<file path="src/rtl/conv1d_pkg.sv">
package conv1d_pkg;

  typedef enum logic [1:0] {
    ST_IDLE   = 2'd0,
    ST_LOAD   = 2'd1,
    ST_STREAM = 2'd2,
    ST_DRAIN  = 2'd3
  } conv_state_e;

endpackage

</file>
<file path="src/rtl/conv1d_ctrl.sv">
module conv1d_ctrl
  import conv1d_pkg::*;
#(
  parameter int K   = 4,
  parameter int AW  = 8,
  parameter int KAW = 2
) (
  input  logic           clk,
  input  logic           rst_n,
  input  logic           en,
  output logic           wt_rd,
  output logic [KAW-1:0] wt_addr,
  output logic           smp_rd,
  output logic [AW-1:0]  smp_addr,
  output logic           ld_en_q,
  output logic [KAW-1:0] ld_idx_q,
  output logic           tag_q
);

  localparam int DRAIN_LEN = K + 2;
  localparam int DCW       = $clog2(DRAIN_LEN + 1);
  localparam logic [KAW-1:0] LAST_IDX = KAW'(K - 1);

  conv_state_e    state_q, state_d;
  logic [KAW-1:0] ld_cnt_q, ld_cnt_d;
  logic [AW-1:0]  addr_q, addr_d;
  logic [KAW-1:0] fill_q, fill_d;
  logic [DCW-1:0] drain_q, drain_d;
  logic           tag_d;

  always_comb begin
    state_d  = state_q;
    ld_cnt_d = ld_cnt_q;
    addr_d   = addr_q;
    fill_d   = fill_q;
    drain_d  = drain_q;
    case (state_q)
      ST_IDLE: begin
        if (en) begin
          state_d  = ST_LOAD;
          ld_cnt_d = '0;
        end
      end
      ST_LOAD: begin
        if (ld_cnt_q == LAST_IDX) begin
          state_d = ST_STREAM;
          addr_d  = '0;
          fill_d  = '0;
        end else begin
          ld_cnt_d = ld_cnt_q + 1'b1;
        end
      end
      ST_STREAM: begin
        if (en) begin
          addr_d = addr_q + 1'b1;
          if (fill_q != LAST_IDX) fill_d = fill_q + 1'b1;
        end else begin
          state_d = ST_DRAIN;
          drain_d = '0;
        end
      end
      default: begin
        if (drain_q == DCW'(DRAIN_LEN - 1)) state_d = ST_IDLE;
        else                                drain_d = drain_q + 1'b1;
      end
    endcase
  end

  assign wt_rd    = (state_q == ST_LOAD);
  assign wt_addr  = ld_cnt_q;
  assign smp_rd   = (state_q == ST_STREAM) && en;
  assign smp_addr = addr_q;
  assign tag_d    = smp_rd && (fill_q == LAST_IDX);

  always_ff @(posedge clk or negedge rst_n) begin
    if (!rst_n) begin
      state_q  <= ST_IDLE;
      ld_cnt_q <= '0;
      addr_q   <= '0;
      fill_q   <= '0;
      drain_q  <= '0;
      ld_en_q  <= 1'b0;
      ld_idx_q <= '0;
      tag_q    <= 1'b0;
    end else begin
      state_q  <= state_d;
      ld_cnt_q <= ld_cnt_d;
      addr_q   <= addr_d;
      fill_q   <= fill_d;
      drain_q  <= drain_d;
      ld_en_q  <= wt_rd;
      ld_idx_q <= wt_addr;
      tag_q    <= tag_d;
    end
  end

  // coefficient fetch starts at address zero and steps by one
  p_wt_first_r2: assert property (@(posedge clk) disable iff (!rst_n)
    $rose(wt_rd) |-> (wt_addr == '0));
  p_wt_step_r2: assert property (@(posedge clk) disable iff (!rst_n)
    (wt_rd && $past(wt_rd)) |-> (wt_addr == KAW'($past(wt_addr) + 1'b1)));

  // sample fetch starts at address zero and steps by one
  p_smp_first_r3: assert property (@(posedge clk) disable iff (!rst_n)
    $rose(smp_rd) |-> (smp_addr == '0));
  p_smp_step_r3: assert property (@(posedge clk) disable iff (!rst_n)
    (smp_rd && $past(smp_rd)) |-> (smp_addr == AW'($past(smp_addr) + 1'b1)));

  // a coefficient fetch never follows a sample fetch directly
  p_no_restart_r8: assert property (@(posedge clk) disable iff (!rst_n)
    smp_rd |=> !wt_rd);

endmodule

</file>
<file path="src/rtl/conv1d_pe.sv">
module conv1d_pe #(
  parameter int W     = 16,
  parameter int FRAC  = 9,
  parameter int ACC_W = 26
) (
  input  logic                    clk,
  input  logic                    rst_n,
  input  logic                    w_ld,
  input  logic signed [W-1:0]     w_data,
  input  logic signed [W-1:0]     x_in,
  input  logic signed [ACC_W-1:0] psum_in,
  output logic signed [W-1:0]     x_out,
  output logic signed [ACC_W-1:0] psum_out
);

  localparam int PW = 2 * W;
  localparam logic signed [PW-1:0] RND_BIAS =
    {{(PW - FRAC){1'b0}}, 1'b1, {(FRAC - 1){1'b0}}};

  logic signed [W-1:0]     w_q, w_d;
  logic signed [W-1:0]     x_a_q, x_b_q;
  logic signed [ACC_W-1:0] psum_q, psum_d;
  logic signed [PW-1:0]    prod, prod_rnd;

  always_comb begin
    w_d      = w_ld ? w_data : w_q;
    prod     = x_in * w_q;
    prod_rnd = prod + RND_BIAS;
    psum_d   = psum_in + ACC_W'(prod_rnd >>> FRAC);
  end

  always_ff @(posedge clk or negedge rst_n) begin
    if (!rst_n) begin
      w_q    <= '0;
      x_a_q  <= '0;
      x_b_q  <= '0;
      psum_q <= '0;
    end else begin
      w_q    <= w_d;
      x_a_q  <= x_in;
      x_b_q  <= x_a_q;
      psum_q <= psum_d;
    end
  end

  assign x_out    = x_b_q;
  assign psum_out = psum_q;

  // the held coefficient changes only through a load strobe
  p_w_hold_r2: assert property (@(posedge clk) disable iff (!rst_n)
    !$past(w_ld) |-> $stable(w_q));

endmodule

</file>
<file path="src/rtl/conv1d_outstage.sv">
module conv1d_outstage #(
  parameter int W     = 16,
  parameter int FRAC  = 9,
  parameter int ACC_W = 26
) (
  input  logic                    clk,
  input  logic                    rst_n,
  input  logic signed [ACC_W-1:0] acc_in,
  input  logic                    vld_in,
  output logic                    res_valid,
  output logic [W-FRAC-1:0]       res_int,
  output logic [FRAC-1:0]         res_frac
);

  localparam logic signed [ACC_W-1:0] SAT_MAX = ACC_W'({1'b0, {(W - 1){1'b1}}});
  localparam logic signed [ACC_W-1:0] SAT_MIN = -SAT_MAX - 1;

  logic [W-1:0] word_q, word_d;
  logic         vld_q;

  always_comb begin
    if (acc_in > SAT_MAX)      word_d = {1'b0, {(W - 1){1'b1}}};
    else if (acc_in < SAT_MIN) word_d = {1'b1, {(W - 1){1'b0}}};
    else                       word_d = acc_in[W-1:0];
  end

  always_ff @(posedge clk or negedge rst_n) begin
    if (!rst_n) begin
      word_q <= '0;
      vld_q  <= 1'b0;
    end else begin
      vld_q <= vld_in;
      if (vld_in) word_q <= word_d;
    end
  end

  assign res_valid = vld_q;
  assign res_int   = word_q[W-1:FRAC];
  assign res_frac  = word_q[FRAC-1:0];

  // a positive overflow lands on the largest code, a negative one on the smallest
  p_sat_hi_r5: assert property (@(posedge clk) disable iff (!rst_n)
    (vld_in && acc_in > SAT_MAX) |=> ({res_int, res_frac} == {1'b0, {(W - 1){1'b1}}}));
  p_sat_lo_r5: assert property (@(posedge clk) disable iff (!rst_n)
    (vld_in && acc_in < SAT_MIN) |=> ({res_int, res_frac} == {1'b1, {(W - 1){1'b0}}}));

endmodule

</file>
<file path="src/rtl/conv1d_sys_array.sv">
module conv1d_sys_array #(
  parameter int K    = 4,
  parameter int W    = 16,
  parameter int FRAC = 9,
  parameter int AW   = 8,
  localparam int KAW = (K > 1) ? $clog2(K) : 1
) (
  input  logic              clk,
  input  logic              rst_n,
  input  logic              en,
  output logic              wt_rd,
  output logic [KAW-1:0]    wt_addr,
  input  logic [W-1:0]      wt_data,
  output logic              smp_rd,
  output logic [AW-1:0]     smp_addr,
  input  logic [W-1:0]      smp_data,
  output logic              res_valid,
  output logic [W-FRAC-1:0] res_int,
  output logic [FRAC-1:0]   res_frac
);

  localparam int ACC_W = 2 * W - FRAC + $clog2(K) + 1;

  logic [1:0] rst_pipe_q;
  logic       rst_s;

  always_ff @(posedge clk or negedge rst_n) begin
    if (!rst_n) rst_pipe_q <= '0;
    else        rst_pipe_q <= {rst_pipe_q[0], 1'b1};
  end
  assign rst_s = rst_pipe_q[1];

  logic           ld_en_q;
  logic [KAW-1:0] ld_idx_q;
  logic           tag_q;

  conv1d_ctrl #(.K(K), .AW(AW), .KAW(KAW)) u_ctrl (
    .clk      (clk),
    .rst_n    (rst_s),
    .en       (en),
    .wt_rd    (wt_rd),
    .wt_addr  (wt_addr),
    .smp_rd   (smp_rd),
    .smp_addr (smp_addr),
    .ld_en_q  (ld_en_q),
    .ld_idx_q (ld_idx_q),
    .tag_q    (tag_q)
  );

  logic signed [W-1:0]     x_chain  [K+1];
  logic signed [ACC_W-1:0] ps_chain [K+1];

  assign x_chain[0]  = $signed(smp_data);
  assign ps_chain[0] = '0;

  for (genvar g = 0; g < K; g++) begin : g_pe
    conv1d_pe #(.W(W), .FRAC(FRAC), .ACC_W(ACC_W)) u_pe (
      .clk      (clk),
      .rst_n    (rst_s),
      .w_ld     (ld_en_q && (ld_idx_q == KAW'(g))),
      .w_data   ($signed(wt_data)),
      .x_in     (x_chain[g]),
      .psum_in  (ps_chain[g]),
      .x_out    (x_chain[g+1]),
      .psum_out (ps_chain[g+1])
    );
  end

  logic [K-1:0] vld_q, vld_d;

  always_comb vld_d = (vld_q << 1) | K'(tag_q);

  always_ff @(posedge clk or negedge rst_s) begin
    if (!rst_s) vld_q <= '0;
    else        vld_q <= vld_d;
  end

  conv1d_outstage #(.W(W), .FRAC(FRAC), .ACC_W(ACC_W)) u_out (
    .clk       (clk),
    .rst_n     (rst_s),
    .acc_in    (ps_chain[K]),
    .vld_in    (vld_q[K-1]),
    .res_valid (res_valid),
    .res_int   (res_int),
    .res_frac  (res_frac)
  );

  // the cycle after the first sample fetch of a run carries no result
  p_fill_quiet_r7: assert property (@(posedge clk) disable iff (!rst_s)
    $rose(smp_rd) |=> !res_valid);

  // while reset is held, no strobe or result is raised
  p_reset_quiet_r9: assert property (@(posedge clk)
    !rst_s |-> (!res_valid && !wt_rd && !smp_rd));

endmodule

</file>
<file path="config.mk">
export PLATFORM = sky130hd
export DESIGN_NAME = conv1d_sys_array
export DESIGN_NICKNAME = d
export VERILOG_FILES = /design/src/rtl/conv1d_pkg.sv /design/src/rtl/conv1d_ctrl.sv /design/src/rtl/conv1d_pe.sv /design/src/rtl/conv1d_outstage.sv /design/src/rtl/conv1d_sys_array.sv
export SDC_FILE = /design/constraint.sdc
export NUM_CORES = 2
export LEC_CHECK = 0
export BUFFER_PORTS_ARGS = -buffer_cell sky130_fd_sc_hd__buf_4
export CAP_MARGIN = 20
export CORE_UTILIZATION = 30
export CTS_CLUSTER_DIAMETER = 150
export DETAILED_ROUTE_END_ITERATION = 10
export SLEW_MARGIN = 20
export SYNTH_ARGS = -nofsm -noshare
export SYNTH_HDL_FRONTEND = slang
export SYNTH_HIERARCHICAL = 1
export SYNTH_SLANG_ARGS = --single-unit
export TNS_END_PERCENT = 5
</file>
<file path="constraint.sdc">
create_clock -name clk -period 16.4 [get_ports clk]
set_input_delay 0.82 -clock clk [delete_from_list [all_inputs] [get_ports clk]]
set_output_delay 0.82 -clock clk [all_outputs]
set_load 0.01 [all_outputs]
</file>
After elaboration in Yosys (flattened, before gate mapping)
Cells that the tools add are included.

Eq/ne operators: 16. $add $sub $neg: 11. Reductions and logical operators: 17. Multiplexer cells: 20. Order comparisons: 2. Bitwise logic cells: 2. $mul: 4.

Operators by type and width (count): 32-bit by 10-bit adder with 32-bit output (second input constant) (4); 16-bit by 16-bit multiplier with 32-bit output (4); 16-bit two-way mux (2); 25-bit by 23-bit adder with 26-bit output (1); 26-bit by 16-bit > comparator with 1-bit output (second input constant) (1); 26-bit by 16-bit < comparator with 1-bit output (second input constant) (1); 24-bit by 23-bit adder with 25-bit output (1); 23-bit by 23-bit adder with 24-bit output (1); 2-bit two-way mux (9); 8-bit two-way mux (2); 8-bit one-hot mux with 2 select lines (1); 2-bit != test (second input constant) (7); 2-bit equality test (second input constant) (5); 3-bit AND reduction (3); 8-bit by 1-bit adder with 8-bit output (second input constant) (1); 2-bit one-hot mux with 2 select lines (2); 4-bit AND reduction (2); 1-bit logical AND (6); 3-bit two-way mux (2); 2-bit one-hot mux with 3 select lines (1); 3-bit one-hot mux with 2 select lines (1); 2-bit by 1-bit adder with 2-bit output (second input constant) (2); 2-bit by 1-bit equality test with 1-bit output (second input constant) (2); 2-bit zero test (2); other kinds (8) (9).

Register bits after elaboration: 302. Logic and storage cells: 98. Output and inout port bits: 29.

Depth between registers and ports, before layout
Depth in word-level cells: 4. Gate-level depth with buffers: 36. Depth with buffers taken out: 35.

Modules after synthesis
Netlist, hierarchy kept.

By module, submodules not included: conv1d_pe (g_pe[2].u_pe) (cells an instance 1280, seq. area each 1851.8 µm², times used 1, area an instance 12712.2 µm²); conv1d_pe (g_pe[0].u_pe) (cells an instance 1288, seq. area each 1851.8 µm², times used 1, area an instance 12659.6 µm²); conv1d_pe (g_pe[1].u_pe) (cells an instance 1275, seq. area each 1851.8 µm², times used 1, area an instance 12633.4 µm²); conv1d_pe (g_pe[3].u_pe) (cells an instance 1261, seq. area each 1851.8 µm², times used 1, area an instance 12579.6 µm²); conv1d_ctrl (cells an instance 135, seq. area each 525.5 µm², times used 1, area an instance 1238.7 µm²); conv1d_outstage (cells an instance 78, seq. area each 425.4 µm², times used 1, area an instance 820.8 µm²); conv1d_sys_array (cells an instance 12, seq. area each 150.1 µm², times used 1, area an instance 195.2 µm²).

Least setup slack after synthesis
Ideal clock, no wire load.

Path type: register -> register. Start point: register g_pe[2].u_pe.x_b_q[15]. End point: register g_pe[3].u_pe.psum_q[25]. Cell stages (with the launch flop): 28. Data required time: 16.266 ns. Arrival time: 7.584 ns. Clock period less this slack: 7.717 ns. Path slack: 8.683 ns. Cells stage by stage: dfrtp_1 > clkbuf_1 > nand2_1 > fa_1 > inv_1 > fa_1 > fa_1 > fa_1 > fa_1 > inv_1 > fa_1 > inv_1 > ha_1 > and3_1 > o21a_1 > a221o_1 > a211o_2 > a221o_2 > a41oi_2 > nand2b_1 > a21oi_1 > xnor2_1 > ha_1 > or3_1 > o21ai_0 > a21oi_1 > a31oi_1 > xnor3_1.

Word-level cells in the longest chain between the ends: 3.

Ends and longest elaborated chain: from (decl) (line conv1d_pe.sv:21) `logic signed [W-1:0] x_a_q, x_b_q;`; from (signal assigned) (line conv1d_pe.sv:41) `x_b_q <= x_a_q;`; 16-bit by 16-bit multiplier with 32-bit output (line conv1d_pe.sv:27) `prod = x_in * w_q;`; 32-bit by 10-bit adder with 32-bit output (line conv1d_pe.sv:28) `prod_rnd = prod + RND_BIAS;`; 25-bit by 23-bit adder with 26-bit output (line conv1d_pe.sv:29) `psum_d = psum_in + ACC_W'(prod_rnd >>> FRAC);`; named net g_pe[3].u_pe.psum_d[25] (line conv1d_pe.sv:22) `logic signed [ACC_W-1:0] psum_q, psum_d;`; to (signal assigned) (line conv1d_pe.sv:42) `psum_q <= psum_d;`; to (decl) (line conv1d_pe.sv:22).

The timed path passes the listed nets, and every way through them passes these cells. A chain may end at the register's enable or synchronous reset.

Final worst setup path
Start point: register g_pe[0].u_pe.x_b_q[9]. End point: register g_pe[1].u_pe/psum_out[25] (netlist name).

Word-level cells in the longest chain between the ends: 3.

Ends and longest elaborated chain (line): from (decl) (conv1d_pe.sv:21); from (signal assigned) (conv1d_pe.sv:41); 16-bit by 16-bit multiplier with 32-bit output (conv1d_pe.sv:27); 32-bit by 10-bit adder with 32-bit output (conv1d_pe.sv:28); 23-bit by 23-bit adder with 24-bit output (conv1d_pe.sv:29); named net g_pe[1].u_pe.psum_d[25] (conv1d_pe.sv:22).

The timed path passes the listed nets, and every way through them passes these cells.

==> metrics <==
run status=completed; worst path required time=16890 ps; Starting Density=30.3%; CP Launch Type=flip-flop; io pins=64; Layout area overhead=8.75%; Worst path max stage delay=730 ps; Max-cap violations=0; number of global-route vias before repair=37700; Remaining DRCs=0; Final Setup Violations=0; die area=0.175 mm^2; worst hold start=g_pe[2].u_pe/x_a_q[12]$_DFF_PN0_; Clk pin slew, worst setup/hold paths=60 ps; vias per std cell=4.57; worst r2r src=g_pe[0].u_pe/x_out[9]$_DFF_PN0_; min Tclk post-route=8500 ps; slew margin rel.=36.4%; RSZ-0062 raised after global routing=false; setup_tns=0 ps; initial antenna violation count=8; first-pass GRT wire length=208 mm; Clock Tree Buf Depth=3; CP endpoint kind=flip-flop; Gate Count Post-Synth=5297; Total GRT Usage=15.0%; Worst Tran Pin Value=954 ps; critical path's slowest cell=dfrtp_1; Slew Limit Fails=0; fin nets=6803; # resized after CTS=0; post-route ant nets=0; critical path class=reg -> reg; Final Hold Viols=0; CTS tree=built; die outline height=418 um; R2R depth=29; Skew-Pair Late Insertion Delay=630 ps; wire length per cell=16.6 um; post-route cell area=0.0566 mm^2; width of the die=418 um; DPL Wire Length=102 mm; worst reg2reg endpoint=g_pe[1].u_pe/psum_out[25]$_DFF_PN0_; Area after DPL=0.0550 mm^2; drt first pass iters=5; routed vias=34900; Peak Freq=118 MHz; reg2reg setup slack=7900 ps; WHS Endpoint=g_pe[2].u_pe/x_out[12]$_DFF_PN0_; syn avg cell area=9.82 um^2; share of cells above drive strength 1=5.30%; cell count after placement=7551; Non-Filler Instances=7636; crit-path max FO=17; Min-Delay Path Depth=0; Core Area=0.172 mm^2; largest net degree at the start of global routing=119; postcts setup bufs=0; Num Clock Sinks=308; clock root buffer=clkbuf_16; Worst EP arrival=8990 ps; Worst Skew=21.6 ps; final worst-path cycle share=51.8%; input/output buffers=63; row cnt=152; most used cell, CP=fa_1; GPL Wtd Cong=0.882; Max H-tree Level=2; Remaining Overflow, GRT=0; Hold Crit Class=reg -> reg; DRT Wirelength=127 mm; Synth Warn #=6; CTS buffer count=44; drt initial violations=1838; final core utilization=32.9%; Post-Syn Area=0.0520 mm^2
## state kept, by name (all words and copies together), names as in the netlist
signal              count
u_ctrl/tag_q            1
u_ctrl/wt_addr          2
rst_pipe_q              2
u_ctrl/ld_en_q          1
u_out/word_q           16
u_ctrl/fill_q           2
u_out/res_valid         1
g_pe.u_pe/x_out        48
g_pe.u_pe/w_q          64
u_ctrl/smp_addr         8
vld_q                   4
u_ctrl/ld_idx_q         2
u_ctrl/state_q          2
g_pe.u_pe/x_a_q        48
u_ctrl/drain_q          3
g_pe.u_pe/psum_out    104
## cell type report
type	count	area (um^2)
tap	2310	2890
sequential	308	7710
fill	17700	115000
inverter	1196	4490
multi-input combinational	3665	39300
clock buffer	57	1240
antenna	2	5.00
timing repair buffer	73	563
clock inverter	25	358
## per-layer routing
metal	share of wire (%)	vias up	global-route usage (%)
li1	-	15900	-
met1	42	18200	19.3
met2	50	671	26.1
met3	4.6	183	2.20
met4	3.1	4	4.30
met5	0.020	-	0
## cells in the final DEF (no fill, tap or decap), types with 16 or more instances in the layout
cell,count
a21oi_1,145
clkbuf_16,44
and2_1,452
o21ai_0,78
nand3_1,45
nand2_1,598
nor2_1,141
inv_1,1195
fa_1,1052
ha_1,428
nand2b_1,36
and3_1,16
nor3_1,35
dfrtp_1,307
mux2_2,62
xnor2_1,144
xor2_1,62
a21o_1,61
o21bai_1,17
o21a_1,17
nand4_1,26
buf_4,71
conb_1,32
## worst max-delay path, delay by kind of cell, from the launching register on
family | cells | cell delay [ps]
flops | 1 | 730
compound gates | 11 | 2460
fa+ha+maj | 8 | 3700
buf+inv | 3 | 140
xor+xnor | 2 | 370
simple gates | 5 | 940
## metrics by stage
stage                     setup slack [ps]  hold WS (ps)
after CTS                             7910           345
after global placement                8060           333
after floorplan                       7180           331
after detailed placement              7920           335
after global routing                  7530           353
final                                 7900           342
## how the worst max path moves through the flow
stage | end | startpoint | slack, ps | cells after the start
detailed placement | g_pe[1].u_pe/psum_out[25]$_DFF_PN0_ | g_pe[1].u_pe/w_q[2]$_DFFE_PN0P_ | 7920 | 29
global route | g_pe[1].u_pe/psum_out[25]$_DFF_PN0_ | g_pe[1].u_pe/w_q[4]$_DFFE_PN0P_ | 7530 | 30
floorplan | g_pe[0].u_pe/psum_out[0]$_DFF_PN0_ | rst_pipe_q[1]$_DFF_PN0_ | 7180 | 0
global placement | g_pe[1].u_pe/psum_out[25]$_DFF_PN0_ | g_pe[1].u_pe/w_q[4]$_DFFE_PN0P_ | 8060 | 30
CTS | g_pe[1].u_pe/psum_out[25]$_DFF_PN0_ | g_pe[1].u_pe/w_q[2]$_DFFE_PN0P_ | 7910 | 29
finish | g_pe[1].u_pe/psum_out[25]$_DFF_PN0_ | g_pe[0].u_pe/x_out[9]$_DFF_PN0_ | 7900 | 29
## what timing repair did
item | CTS | global route
setup endpoints to repair | 0 | 0
hold buffers | 1 | 0
endpoints found under the hold margin | 2 | 0
Power is not shown: default switching activity piles up to over one toggle a cycle in this logic, so the estimate is an artifact.
